[src/rtl/amem_pkg.sv]
package amem_pkg;

    localparam int unsigned AMEM_PH_W = 4;

    typedef enum logic [1:0] {
        ST_IDLE,
        ST_SETUP,
        ST_STROBE,
        ST_HOLD
    } amem_state_e;

    // one chip select's timing word; first member is the MSB
    typedef struct packed {
        logic [AMEM_PH_W-1:0] wr_hold;
        logic [AMEM_PH_W-1:0] wr_strobe;
        logic [AMEM_PH_W-1:0] wr_setup;
        logic [AMEM_PH_W-1:0] rd_hold;
        logic [AMEM_PH_W-1:0] rd_strobe;
        logic [AMEM_PH_W-1:0] rd_setup;
    } amem_cs_cfg_t;

    // terminal counts (length minus one) for the current access
    typedef struct packed {
        logic [AMEM_PH_W-1:0] setup;
        logic [AMEM_PH_W-1:0] strobe;
        logic [AMEM_PH_W-1:0] hold;
    } amem_timing_t;

    function automatic logic [AMEM_PH_W-1:0] amem_last_cnt(input logic [AMEM_PH_W-1:0] len);
        return (len == '0) ? '0 : len - 1'b1;
    endfunction

endpackage

[src/rtl/amem_cfg_sel.sv]
module amem_cfg_sel
    import amem_pkg::*;
#(
    parameter int unsigned NUM_CS = 4,
    parameter int unsigned CS_W   = 2
) (
    input  logic [NUM_CS*$bits(amem_cs_cfg_t)-1:0] cfg_i,
    input  logic [CS_W-1:0]                        cs_i,
    input  logic                                   we_i,
    output amem_timing_t                           tim_o
);
    localparam int unsigned CFG_W = $bits(amem_cs_cfg_t);

    amem_cs_cfg_t cfg_arr [NUM_CS];

    for (genvar g = 0; g < NUM_CS; g++) begin : g_unpack
        assign cfg_arr[g] = cfg_i[g*CFG_W +: CFG_W];
    end

    always_comb begin
        amem_cs_cfg_t sel;
        sel = cfg_arr[cs_i];
        if (we_i) begin
            tim_o.setup  = amem_last_cnt(sel.wr_setup);
            tim_o.strobe = amem_last_cnt(sel.wr_strobe);
            tim_o.hold   = amem_last_cnt(sel.wr_hold);
        end else begin
            tim_o.setup  = amem_last_cnt(sel.rd_setup);
            tim_o.strobe = amem_last_cnt(sel.rd_strobe);
            tim_o.hold   = amem_last_cnt(sel.rd_hold);
        end
    end

endmodule

[src/rtl/amem_rdy_qual.sv]
module amem_rdy_qual (
    input  logic rdy_i,
    input  logic use_i,
    input  logic pol_i,
    output logic go_o
);
    // strobe may end when checking is off or ready sits at its active level
    assign go_o = !use_i || (rdy_i == pol_i);
endmodule

[src/rtl/amem_ctrl.sv]
module amem_ctrl
    import amem_pkg::*;
#(
    parameter int unsigned NUM_CS = 4,
    parameter int unsigned DATA_W = 64,
    parameter int unsigned ADDR_W = 20,
    parameter int unsigned BANK_W = 2,
    localparam int unsigned CS_W  = (NUM_CS > 1) ? $clog2(NUM_CS) : 1,
    localparam int unsigned BE_W  = DATA_W / 8,
    localparam int unsigned CFG_W = $bits(amem_cs_cfg_t)
) (
    input  logic                    clk_i,
    input  logic                    rst_ni,
    input  logic [NUM_CS*CFG_W-1:0] cfg_i,
    input  logic                    rdy_use_i,
    input  logic                    rdy_pol_i,
    input  logic                    req_i,
    input  logic                    req_we_i,
    input  logic [CS_W-1:0]         req_cs_i,
    input  logic [ADDR_W-1:0]       req_addr_i,
    input  logic [BANK_W-1:0]       req_bank_i,
    input  logic [BE_W-1:0]         req_be_i,
    input  logic [DATA_W-1:0]       req_wdata_i,
    output logic                    ack_o,
    output logic [DATA_W-1:0]       rdata_o,
    output logic [NUM_CS-1:0]       mem_ce_n_o,
    output logic [BE_W-1:0]         mem_be_n_o,
    output logic [ADDR_W-1:0]       mem_addr_o,
    output logic [BANK_W-1:0]       mem_bank_o,
    output logic                    mem_rnw_o,
    output logic                    mem_oe_n_o,
    output logic                    mem_we_n_o,
    output logic [DATA_W-1:0]       mem_dout_o,
    output logic                    mem_dout_en_o,
    input  logic [DATA_W-1:0]       mem_din_i,
    input  logic                    mem_rdy_i
);

    typedef struct packed {
        amem_state_e          st;
        logic [AMEM_PH_W-1:0] cnt;
        logic                 is_wr;
        logic [CS_W-1:0]      cs;
        logic [NUM_CS-1:0]    ce_n;
        logic                 oe_n;
        logic                 we_n;
        logic                 rnw;
        logic                 dout_en;
        logic [BE_W-1:0]      be_n;
        logic [ADDR_W-1:0]    addr;
        logic [BANK_W-1:0]    bank;
        logic [DATA_W-1:0]    wdata;
        logic [DATA_W-1:0]    rdata;
        logic                 ack;
    } ctrl_reg_t;

    ctrl_reg_t    r_d, r_q;
    amem_timing_t tim;
    logic         strobe_go;
    logic         idle;
    logic [CS_W-1:0] sel_cs;
    logic         sel_we;

    assign idle   = (r_q.st == ST_IDLE);
    assign sel_cs = idle ? req_cs_i : r_q.cs;
    assign sel_we = idle ? req_we_i : r_q.is_wr;

    amem_cfg_sel #(
        .NUM_CS (NUM_CS),
        .CS_W   (CS_W)
    ) u_cfg_sel (
        .cfg_i (cfg_i),
        .cs_i  (sel_cs),
        .we_i  (sel_we),
        .tim_o (tim)
    );

    amem_rdy_qual u_rdy_qual (
        .rdy_i (mem_rdy_i),
        .use_i (rdy_use_i),
        .pol_i (rdy_pol_i),
        .go_o  (strobe_go)
    );

    always_comb begin
        r_d     = r_q;
        r_d.ack = 1'b0;
        unique case (r_q.st)
            ST_IDLE: begin
                if (req_i && !r_q.ack) begin
                    r_d.st           = ST_SETUP;
                    r_d.cnt          = tim.setup;
                    r_d.is_wr        = req_we_i;
                    r_d.cs           = req_cs_i;
                    r_d.ce_n         = '1;
                    r_d.ce_n[req_cs_i] = 1'b0;
                    r_d.rnw          = !req_we_i;
                    r_d.dout_en      = req_we_i;
                    r_d.be_n         = ~req_be_i;
                    r_d.addr         = req_addr_i;
                    r_d.bank         = req_bank_i;
                    r_d.wdata        = req_wdata_i;
                end
            end
            ST_SETUP: begin
                if (r_q.cnt == '0) begin
                    r_d.st  = ST_STROBE;
                    r_d.cnt = tim.strobe;
                    if (r_q.is_wr) r_d.we_n = 1'b0;
                    else           r_d.oe_n = 1'b0;
                end else begin
                    r_d.cnt = r_q.cnt - 1'b1;
                end
            end
            ST_STROBE: begin
                if (r_q.cnt != '0) begin
                    r_d.cnt = r_q.cnt - 1'b1;
                end else if (strobe_go) begin
                    r_d.st   = ST_HOLD;
                    r_d.cnt  = tim.hold;
                    r_d.oe_n = 1'b1;
                    r_d.we_n = 1'b1;
                    if (!r_q.is_wr) r_d.rdata = mem_din_i;
                end
            end
            ST_HOLD: begin
                if (r_q.cnt == '0) begin
                    r_d.st      = ST_IDLE;
                    r_d.ce_n    = '1;
                    r_d.rnw     = 1'b1;
                    r_d.dout_en = 1'b0;
                    r_d.ack     = 1'b1;
                end else begin
                    r_d.cnt = r_q.cnt - 1'b1;
                end
            end
            default: r_d.st = ST_IDLE;
        endcase
    end

    always_ff @(posedge clk_i or negedge rst_ni) begin
        if (!rst_ni) begin
            r_q         <= '0;
            r_q.st      <= ST_IDLE;
            r_q.ce_n    <= '1;
            r_q.oe_n    <= 1'b1;
            r_q.we_n    <= 1'b1;
            r_q.rnw     <= 1'b1;
            r_q.be_n    <= '1;
        end else begin
            r_q <= r_d;
        end
    end

    assign ack_o         = r_q.ack;
    assign rdata_o       = r_q.rdata;
    assign mem_ce_n_o    = r_q.ce_n;
    assign mem_be_n_o    = r_q.be_n;
    assign mem_addr_o    = r_q.addr;
    assign mem_bank_o    = r_q.bank;
    assign mem_rnw_o     = r_q.rnw;
    assign mem_oe_n_o    = r_q.oe_n;
    assign mem_we_n_o    = r_q.we_n;
    assign mem_dout_o    = r_q.wdata;
    assign mem_dout_en_o = r_q.dout_en;

endmodule

[config.mk]
export PLATFORM = sky130hd
export DESIGN_NAME = amem_ctrl
export DESIGN_NICKNAME = d
export VERILOG_FILES = /design/src/rtl/amem_pkg.sv /design/src/rtl/amem_cfg_sel.sv /design/src/rtl/amem_rdy_qual.sv /design/src/rtl/amem_ctrl.sv
export SDC_FILE = /design/constraint.sdc
export NUM_CORES = 1
export LEC_CHECK = 0
export CAP_MARGIN = 20
export CORE_AREA = 2 2 165 167
export DETAILED_ROUTE_END_ITERATION = 10
export DIE_AREA = 0 0 167 169
export GPL_TIMING_DRIVEN = 0
export PLACE_DENSITY = 0.74
export SYNTH_ARGS = -nofsm -noshare
export SYNTH_HDL_FRONTEND = slang
export SYNTH_HIERARCHICAL = 1
export SYNTH_SLANG_ARGS = --single-unit
[constraint.sdc]
create_clock -name clk_i -period 3.1 [get_ports clk_i]
set_input_delay 0.62 -clock clk_i [delete_from_list [all_inputs] [get_ports clk_i]]
set_output_delay 0.62 -clock clk_i [all_outputs]
set_load 0.01 [all_outputs]
==> reports/metrics.csv <==
metric,value,unit
ys_top_cells_by_area,"dfrtp_1 42%, buf_4 13%, mux2_2 11%",
layout-drive-gt1-share,36.4,%
rrSetupSlack,-10,ps
numPortBuffers,429,
clockBufferDepth,2,
die_w,167,um
grt.total_usage,18.5,%
drt_pre_antenna_iters,4,
yosysWarnings,6,
final_cell_area,15000,um^2
postCtsHoldBufs,0,
mostFrequentLayoutCells,"427 x clkdlybuf4s50_1, 175 x buf_4, 161 x dfrtp_1",
vias,7104,
synthArstFlopShare,100,%
row_count,60,
hold_viol_final,0,
dp_hpwl,21400,um
p_per_area,1020,nW/um^2
synth_seq_cells,176,
cts_tree,yes,
rsz0062_at_grt,true,
leakage,6.64,nW
grt_pass1_vias,7440,
layout.nets,1459,
synth-seq-area-share,46.1,%
drt-initial-drc-count,288,
critical_path_class,in2reg,
synthCells,731,
reg2reg_from,r_q[174],
worst_pin_slew,670,ps
r2r.worst_path.cells,11,
hold_path.class,in2async,
path_clk_slew,80,ps
ant_nets,0,
violations,negative setup slack,
synthFlopType,dfrtp_1,
clock.fmax,322,MHz
area_growth,56.5,%
totalWireLength,26800,um
final_common_cell,clkdlybuf4s50_1,
cp_data_arrival_time,3420,ps
reg2reg_to,r_q[173],
synth_cell_type_count,53,
end_kind,flop,
syn_avg_cell_area,13.1,um^2
htreeDepth,4,
die_h,169,um
final_max_slew_viol_count,0,
root_buffer,clkbuf_16,
cts_buffers,17,
grt_overflow,0,
path_max_fanout,10,
syn_nets,1001,
core_area,26500,um^2
relSlewSlack,55.3,%
timing.final.crit_period,3110,ps
yosysTopAreaCell,dfrtp_1,
drv_cap,0,
worstSetupStartpointType,primary input,
place.gp.congestion,0.813,
start_util,36.2,%
grt_pass1_wl,40700,um
setup_ws,-10.0,ps
post-route-period-util,100,%
place_area,14400,um^2
viasPerCell,4.59,
cp_data_required_time,3410,ps
die-area,28200,um^2
syn_area,9600,um^2
detail_route.wl_per_cell,17.3,um
finalPower,15.3,mW
drc,0,
insertion_delay,420,ps
cts_sinks,176,
grt_antenna_before_repair,5,
crit_end,r_q[173],
grt_max_degree,101,
outcome,"finished, violations left",
yosysTopAreaCellShare,41.9,%
setup_viol,1,
vdd_drop_max,558,uV
fin_skew,10.5,ps
synth_edf_count,0,
ios,430,
crit_start,req_cs_i[1],
state kept, by name, indices dropped and copies added (netlist names):
name / count
ack_o: 1
mem_addr_o: 20
mem_bank_o: 2
mem_be_n_o: 8
mem_ce_n_o: 4
mem_dout_en_o: 1
mem_dout_o: 64
mem_oe_n_o: 1
mem_rnw_o: 1
mem_we_n_o: 1
r_q: 9
rdata_o: 64
report_power, final:
part	internal (mW)	switching, mW
Clock	1.06	1.02
Sequential	3.50	0.621
Combinational	5.73	3.35
worst min path at each step:
stage	endpoint	slack, ps
finish	mem_dout_o[8]	160
global placement	mem_be_n_o[3]	470
floorplan	ack_o	320
CTS	mem_dout_o[8]	190
global route	mem_dout_o[8]	210
detailed placement	mem_be_n_o[2]	480
cell usage after synthesis (all sizes together), types with 4 or more instances:
cell type and number:
a31oi 4, nand2 22, mux2 158, buf 185
nor3 12, or2 7, mux4 24, nor4b 6
dfrtp 161, dfstp 15, o211ai 7, nor2 15
nand3 5, o21a 4, ha 7, inv 12
clkbuf 8, a21oi 16, o21ai 27
stage by stage:
stage / util [%] / std cells / TNS, ps / setup WS (ps) / hold slack, ps
floorplan: - / 731 / -9.64 / -9.64 / 324
global placement: 54.2 / 1501 / -1068100 / -6280 / 470
detailed placement: 54.3 / 1502 / -2320 / -751 / 475
CTS: 56.6 / 1541 / -0.364 / -0.364 / 186
global route: 56.7 / 1547 / -210 / -105 / 205
finish: 56.7 / 1548 / -10.0 / -10.0 / 156
cell families (layout without fill, tap and decap cells):
logic type / count (synthesis) / after routing / share of synthesized area, %
buffers and inverters: 205 / 676 / 16.0
muxes: 182 / 182 / 26.8
DFF: 176 / 176 / 46.1
and+or+nand+nor: 80 / 80 / 4.68
AOI/OAI and AO/OA: 78 / 78 / 5.21
adders and majority gates: 7 / 7 / 0.912
xor gates and xnor gates: 3 / 3 / 0.274
other: 0 / 5 / 0
layer usage:
layer / vias up / global-route usage (%) / wire length, um
met5: - / 0 / 11
met4: 2 / 7.27 / 823
met3: 44 / 4.84 / 1750
met2: 310 / 34.4 / 14300
met1: 3415 / 20.1 / 9960
li1: 3333 / - / -
timing repair:
| action | in CTS | in global routing |
|---|---|---|
| setup buffers | 10 | 2 |
| resized for setup | 3 | 7 |
| endpoints found under the setup margin | 3 | 2 |
| pin swaps | 3 | 3 |
final cells by class:
cell class	count	area (um^2)
multi-input combinational	350	3660
clock inverter	13	131
sequential	176	4420
timing repair buffer	442	4420
buffer	190	1480
clock buffer	19	433
inverter	12	45.0
fill	2214	11500
tap	341	427
antenna	5	12.5
critical path, cell delays in order:
cell             delay (ps)
clkdlybuf4s50_1         580
mux2_2                  290
buf_4                   230
mux4_2                  380
or2_4                   280
o211ai_1                170
o21ai_1                  90
a22o_1                  220
a221o_1                 310
a32o_1                  250
Power figures use the tool's default switching activity.
